`src/rtl/pix_word_demux.sv`:
```
module pix_word_demux #(
  parameter int WW = 12,
  parameter int PW = 24
) (
  input  logic          clk,
  input  logic          rst_n,
  input  logic [WW-1:0] word_i,
  input  logic [WW-1:0] word2_i,
  input  logic          word_vld_i,
  input  logic          dual_i,
  input  logic          hsync_i,
  input  logic [2:0]    fmt_i,
  output logic [PW-1:0] pix_o,
  output logic          pix_vld_o
);

  localparam logic [2:0] FMT_MAX = 3'd4;
  localparam logic [7:0] CHROMA_MID = 8'd128;

  logic          hs_q, have_a, cph;
  logic [WW-1:0] a_q;
  logic [7:0]    cb_q, cr_q, cb_n, cr_n;
  logic [PW-1:0] pix_d;
  logic [4:0]    r5, b5, g5;
  logic [5:0]    g6;

  wire          hs_rise = hsync_i & ~hs_q;
  wire          fmt_ok  = fmt_i <= FMT_MAX;
  wire [WW-1:0] wa      = dual_i ? word_i  : a_q;
  wire [WW-1:0] wb      = dual_i ? word2_i : word_i;
  wire          fire    = fmt_ok & word_vld_i & (dual_i | (have_a & ~hs_rise));
  wire          cph_eff = hs_rise ? 1'b0 : cph;
  wire [7:0]    cb_eff  = hs_rise ? CHROMA_MID : cb_q;
  wire [7:0]    cr_eff  = hs_rise ? CHROMA_MID : cr_q;
  wire [15:0]   v16     = {wb[7:0], wa[7:0]};

  always_comb begin
    cb_n  = cph_eff ? cb_eff : wa[7:0];
    cr_n  = cph_eff ? wa[7:0] : cr_eff;
    r5    = 5'd0;
    g5    = 5'd0;
    g6    = 6'd0;
    b5    = 5'd0;
    pix_d = '0;
    case (fmt_i)
      3'd0: pix_d = {wb[11:4], wb[3:0], wa[11:8], wa[7:0]};
      3'd1: pix_d = {wb[11:4], wb[3:0], wa[0], wa[11:9], wa[8:1]};
      3'd2: begin
        r5    = v16[15:11];
        g6    = v16[10:5];
        b5    = v16[4:0];
        pix_d = {r5, r5[4:2], g6, g6[5:4], b5, b5[4:2]};
      end
      3'd3: begin
        r5    = v16[14:10];
        g5    = v16[9:5];
        b5    = v16[4:0];
        pix_d = {r5, r5[4:2], g5, g5[4:2], b5, b5[4:2]};
      end
      3'd4: pix_d = {wb[7:0], cb_n, cr_n};
      default: pix_d = '0;
    endcase
  end

  always_ff @(posedge clk) begin
    if (!rst_n) begin
      hs_q      <= 1'b0;
      have_a    <= 1'b0;
      a_q       <= '0;
      cph       <= 1'b0;
      cb_q      <= CHROMA_MID;
      cr_q      <= CHROMA_MID;
      pix_o     <= '0;
      pix_vld_o <= 1'b0;
    end else begin
      hs_q      <= hsync_i;
      pix_vld_o <= fire;
      if (fire) pix_o <= pix_d;

      if (!fmt_ok || (hs_rise && !word_vld_i) || (word_vld_i && dual_i))
        have_a <= 1'b0;
      else if (word_vld_i) begin
        if (have_a && !hs_rise) have_a <= 1'b0;
        else begin
          have_a <= 1'b1;
          a_q    <= word_i;
        end
      end

      if (fire && fmt_i == FMT_MAX) begin
        cph  <= ~cph_eff;
        cb_q <= cb_n;
        cr_q <= cr_n;
      end else if (hs_rise) begin
        cph  <= 1'b0;
        cb_q <= CHROMA_MID;
        cr_q <= CHROMA_MID;
      end
    end
  end


  reserved_fmt_chk: assert property (@(posedge clk) disable iff (!rst_n)
    pix_vld_o |-> ($past(fmt_i) <= FMT_MAX));


  valid_src_chk: assert property (@(posedge clk) disable iff (!rst_n)
    pix_vld_o |-> $past(word_vld_i));


  rephase_chk: assert property (@(posedge clk) disable iff (!rst_n)
    (hsync_i && !hs_q && word_vld_i && !dual_i) |=> !pix_vld_o);


  dual_pix_chk: assert property (@(posedge clk) disable iff (!rst_n)
    (word_vld_i && dual_i && fmt_i <= FMT_MAX) |=> pix_vld_o);


  reset_idle_chk: assert property (@(posedge clk)
    !rst_n |=> !pix_vld_o);

endmodule

```
`config.mk`:
```
export PLATFORM = sky130hd
export DESIGN_NAME = pix_word_demux
export DESIGN_NICKNAME = d
export VERILOG_FILES = /design/src/rtl/pix_word_demux.sv
export SDC_FILE = /design/constraint.sdc
export NUM_CORES = 1
export LEC_CHECK = 0
export ABC_AREA = 1
export CAP_MARGIN = 20
export CORE_ASPECT_RATIO = 1.5
export CORE_UTILIZATION = 40
export CTS_CLUSTER_SIZE = 12
export DETAILED_ROUTE_END_ITERATION = 10
export GPL_TIMING_DRIVEN = 0
export SLEW_MARGIN = 25
export SYNTH_ARGS = -nofsm -noshare
export SYNTH_HDL_FRONTEND = slang
export SYNTH_SLANG_ARGS = --single-unit
```
`constraint.sdc`:
```
create_clock -name clk -period 1.6 [get_ports clk]
set_input_delay 0.16 -clock clk [delete_from_list [all_inputs] [get_ports clk]]
set_output_delay 0.16 -clock clk [all_outputs]
set_load 0.02 [all_outputs]
```
==> qor.yml <==
placed_design:
  io_buffers: 55
  gp_congestion: 0.919
  dpl.hpwl_um: 8400
  post-place-cells: 765
  placed_cell_area_um2: 4130
outcome:
  outcome: "complete, no violations"
route:
  dr.first_iter.drc_count: 248
  routed_wl_um: 11100
  dr_total_vias: 3803
  drt_pre_antenna_iters: 5
  remaining_drc_errors: 0
  route.detailed.vias_per_inst: 4.91
  wire_per_inst_um: 14.3
  detail-route-antenna-nets: 0
critical_path:
  worst-path-max-fanout: 10
  worstRegToRegCells: 9
  reg2reg_to: "pix_o[3]"
  timing.critical_path.to: "a_q[10]"
  rr_startpoint: "hs_q"
  timing.critical_path.from: "word_vld_i"
  timing.critical_path.from_type: "input port"
  critical_path.endpoint_type: "flip-flop"
  reg2reg_slack_ns: 0.14
  critical_path_arrival_ns: 1.71
  cp_data_required_time_ns: 1.83
  critPathKind: "in2reg"
global_route:
  grt_start_max_net_pins: 16
  grt_pass1_wl_um: 17500
  grt_resource_usage_total_pct: 25.7
  via_count_of_the_first_global_routing_pass: 3602
  grt_overflow: 0
  antenna_found_initial: 0
sta:
  worst_pin_slew_ns: 0.656
  fin_crit_sh_pct: 92.5
  worst_slew_margin_rel_pct: 55.8
  setup_viol: 0
  final_sum_of_negative_setup_slack_ns: 0
  max_freq_mhz: 676
  post-route-min-period_ns: 1.48
  hold_viol_final: 0
  clock_tree_skew_after_final_layout_ns: 0.00616
  final_max_slew_viol_count: 0
clock_network:
  worst_setup_hold_path_clk_slew_ns: 0.07
  cts_buffers: 5
  clock-sinks: 56
  post_cts_hold_buffer_count: 0
  cts.htree.levels: 2
  clk-insertion-delay-late_ns: 0.30
  tritoncts: "built"
  cts_buffer_depth: 2
  clk_root_buffer_cell: "sky130_fd_sc_hd__clkbuf_16"
synth:
  netlist_area_um2: 3440
  synth_sequential_area_ratio_pct: 32.6
  synth_register_bits: 56
  post_synth_inst_count: 603
  yosysUniqueCellTypes: 24
  postSynthNetCount: 635
  postSynthAreaPerCell_um2: 5.71
  synth_warnings: 0
finish:
  layout.core_utilization_pct: 52.0
  layout.cells.most_common: "sky130_fd_sc_hd__nand2_1"
  antenna_cells: 0
  nFillCells: 901
  fraction_of_final_layout_cells_with_drive_strength_greater_than_1_pct: 8.10
  final_cells: 774
  layout-area-overhead-vs-synth_pct: 26.4
  mostFrequentLayoutCells: "sky130_fd_sc_hd__nand2_1 (233), sky130_fd_sc_hd__inv_1 (73), sky130_fd_sc_hd__nor2_1 (63)"
  fin_nets: 699
  design_area_um2: 4350
power:
  report.power.total_w: 0.00344
  total_power_divided_by_cell_area_nw_per_um2: 790
  irDropWorstVdd_mv: 0.371
  p_leak_nw: 2.10
job:
  cap_violations: 0
floorplan:
  io-pin-count: 57
  fp.dieW_um: 77.7
  chipHeight_um: 116
  design.core.area_um2: 8360
  initial_utilization_pct: 41.1
  die_area_um2: 8980
  num_rows: 41
hold_path:
  hold_path_class: "in2reg"
==> how the worst min path moves through the flow <==
stage             from  cells after the start  slack [ns]  endpoint
5_1_grt         dual_i                      4        0.29    have_a
3_5_place_dp    have_a                      2        0.49    have_a
3_3_place_gp   cb_q[0]                      2        0.48   cb_q[0]
2_1_floorplan  hsync_i                      2        0.26      hs_q
6_report        dual_i                      4        0.28    have_a
4_1_cts         dual_i                      4        0.27    have_a
==> worst max-delay path, stage by stage <==
cell and delay (ns):
sky130_fd_sc_hd__clkdlybuf4s50_1 0.67, sky130_fd_sc_hd__nand2_1 0.16, sky130_fd_sc_hd__nor2_2 0.21, sky130_fd_sc_hd__buf_2 0.25
sky130_fd_sc_hd__o21ai_0 0.11, sky130_fd_sc_hd__a21oi_1 0.14
==> cells in the mapped netlist (all sizes together) <==
cell | instances | share of area (%)
nor2 | 68 | 7.7
nor3 | 1 | 0.15
buf | 18 | 3.2
a211oi | 1 | 0.22
o21ai | 38 | 5.5
nand3b | 1 | 0.22
a21oi | 47 | 6.9
nand3 | 43 | 6.6
inv | 79 | 8.7
nand2 | 242 | 27
dfxtp | 56 | 33
clkbuf | 8 | 0.91
clkinv | 1 | 0.15
==> area by class of cell <==
class / instances / area [um2] / share of cell area [%]
buffer: 26 / 160 / 3.68
clock buffer: 7 / 153 / 3.51
inverter: 80 / 307 / 7.05
multi-input combinational: 441 / 1900 / 43.7
sequential: 56 / 1120 / 25.8
tap: 107 / 134 / 3.08
timing repair buffer: 57 / 573 / 13.2
==> sequential cells by signal, indices dropped and copies added (netlist names) <==
register and cells:
pix_o 24, cph 1, pix_vld_o 1, cb_q 8, cr_q 8, a_q 12, hs_q 1, have_a 1
==> power breakdown <==
part	internal, W	leakage [nW]	switching, W
logic	0.000294	1.57	0.000471
registers	0.00146	0.458	0.0000320
clock network	0.000660	0.0760	0.000517
==> timing repair <==
action                                  in CTS  in global routing
setup buffers                                1                  1
cloned                                       0                  0
endpoints found under the setup margin       8                 43
pin swaps                                    0                  0
gates resized for setup                      1                 20
==> kinds of logic after synthesis <==
kind of cell,synth area share [%]
simple gates,41.7
buf+inv,13.0
compound gates,12.7
flops,32.6
==> metrics by stage <==
step | hold WS, ns | setup slack (ns)
2_1_floorplan | 0.258 | 0.316
3_3_place_gp | 0.485 | -0.369
3_5_place_dp | 0.485 | -0.364
4_1_cts | 0.269 | 0.0250
5_1_grt | 0.289 | -0.00205
6_report | 0.278 | 0.120
==> routing by layer <==
layer / GRT usage, % / wire, um / vias up
li1: - / - / 1972
met3: 3.23 / 394 / 31
met4: 15.6 / 514 / 0
met5: 0 / 0 / -
met2: 48.3 / 5730 / 113
met1: 27.2 / 4420 / 1687
Note: power is estimated with default switching activity, not from simulation.
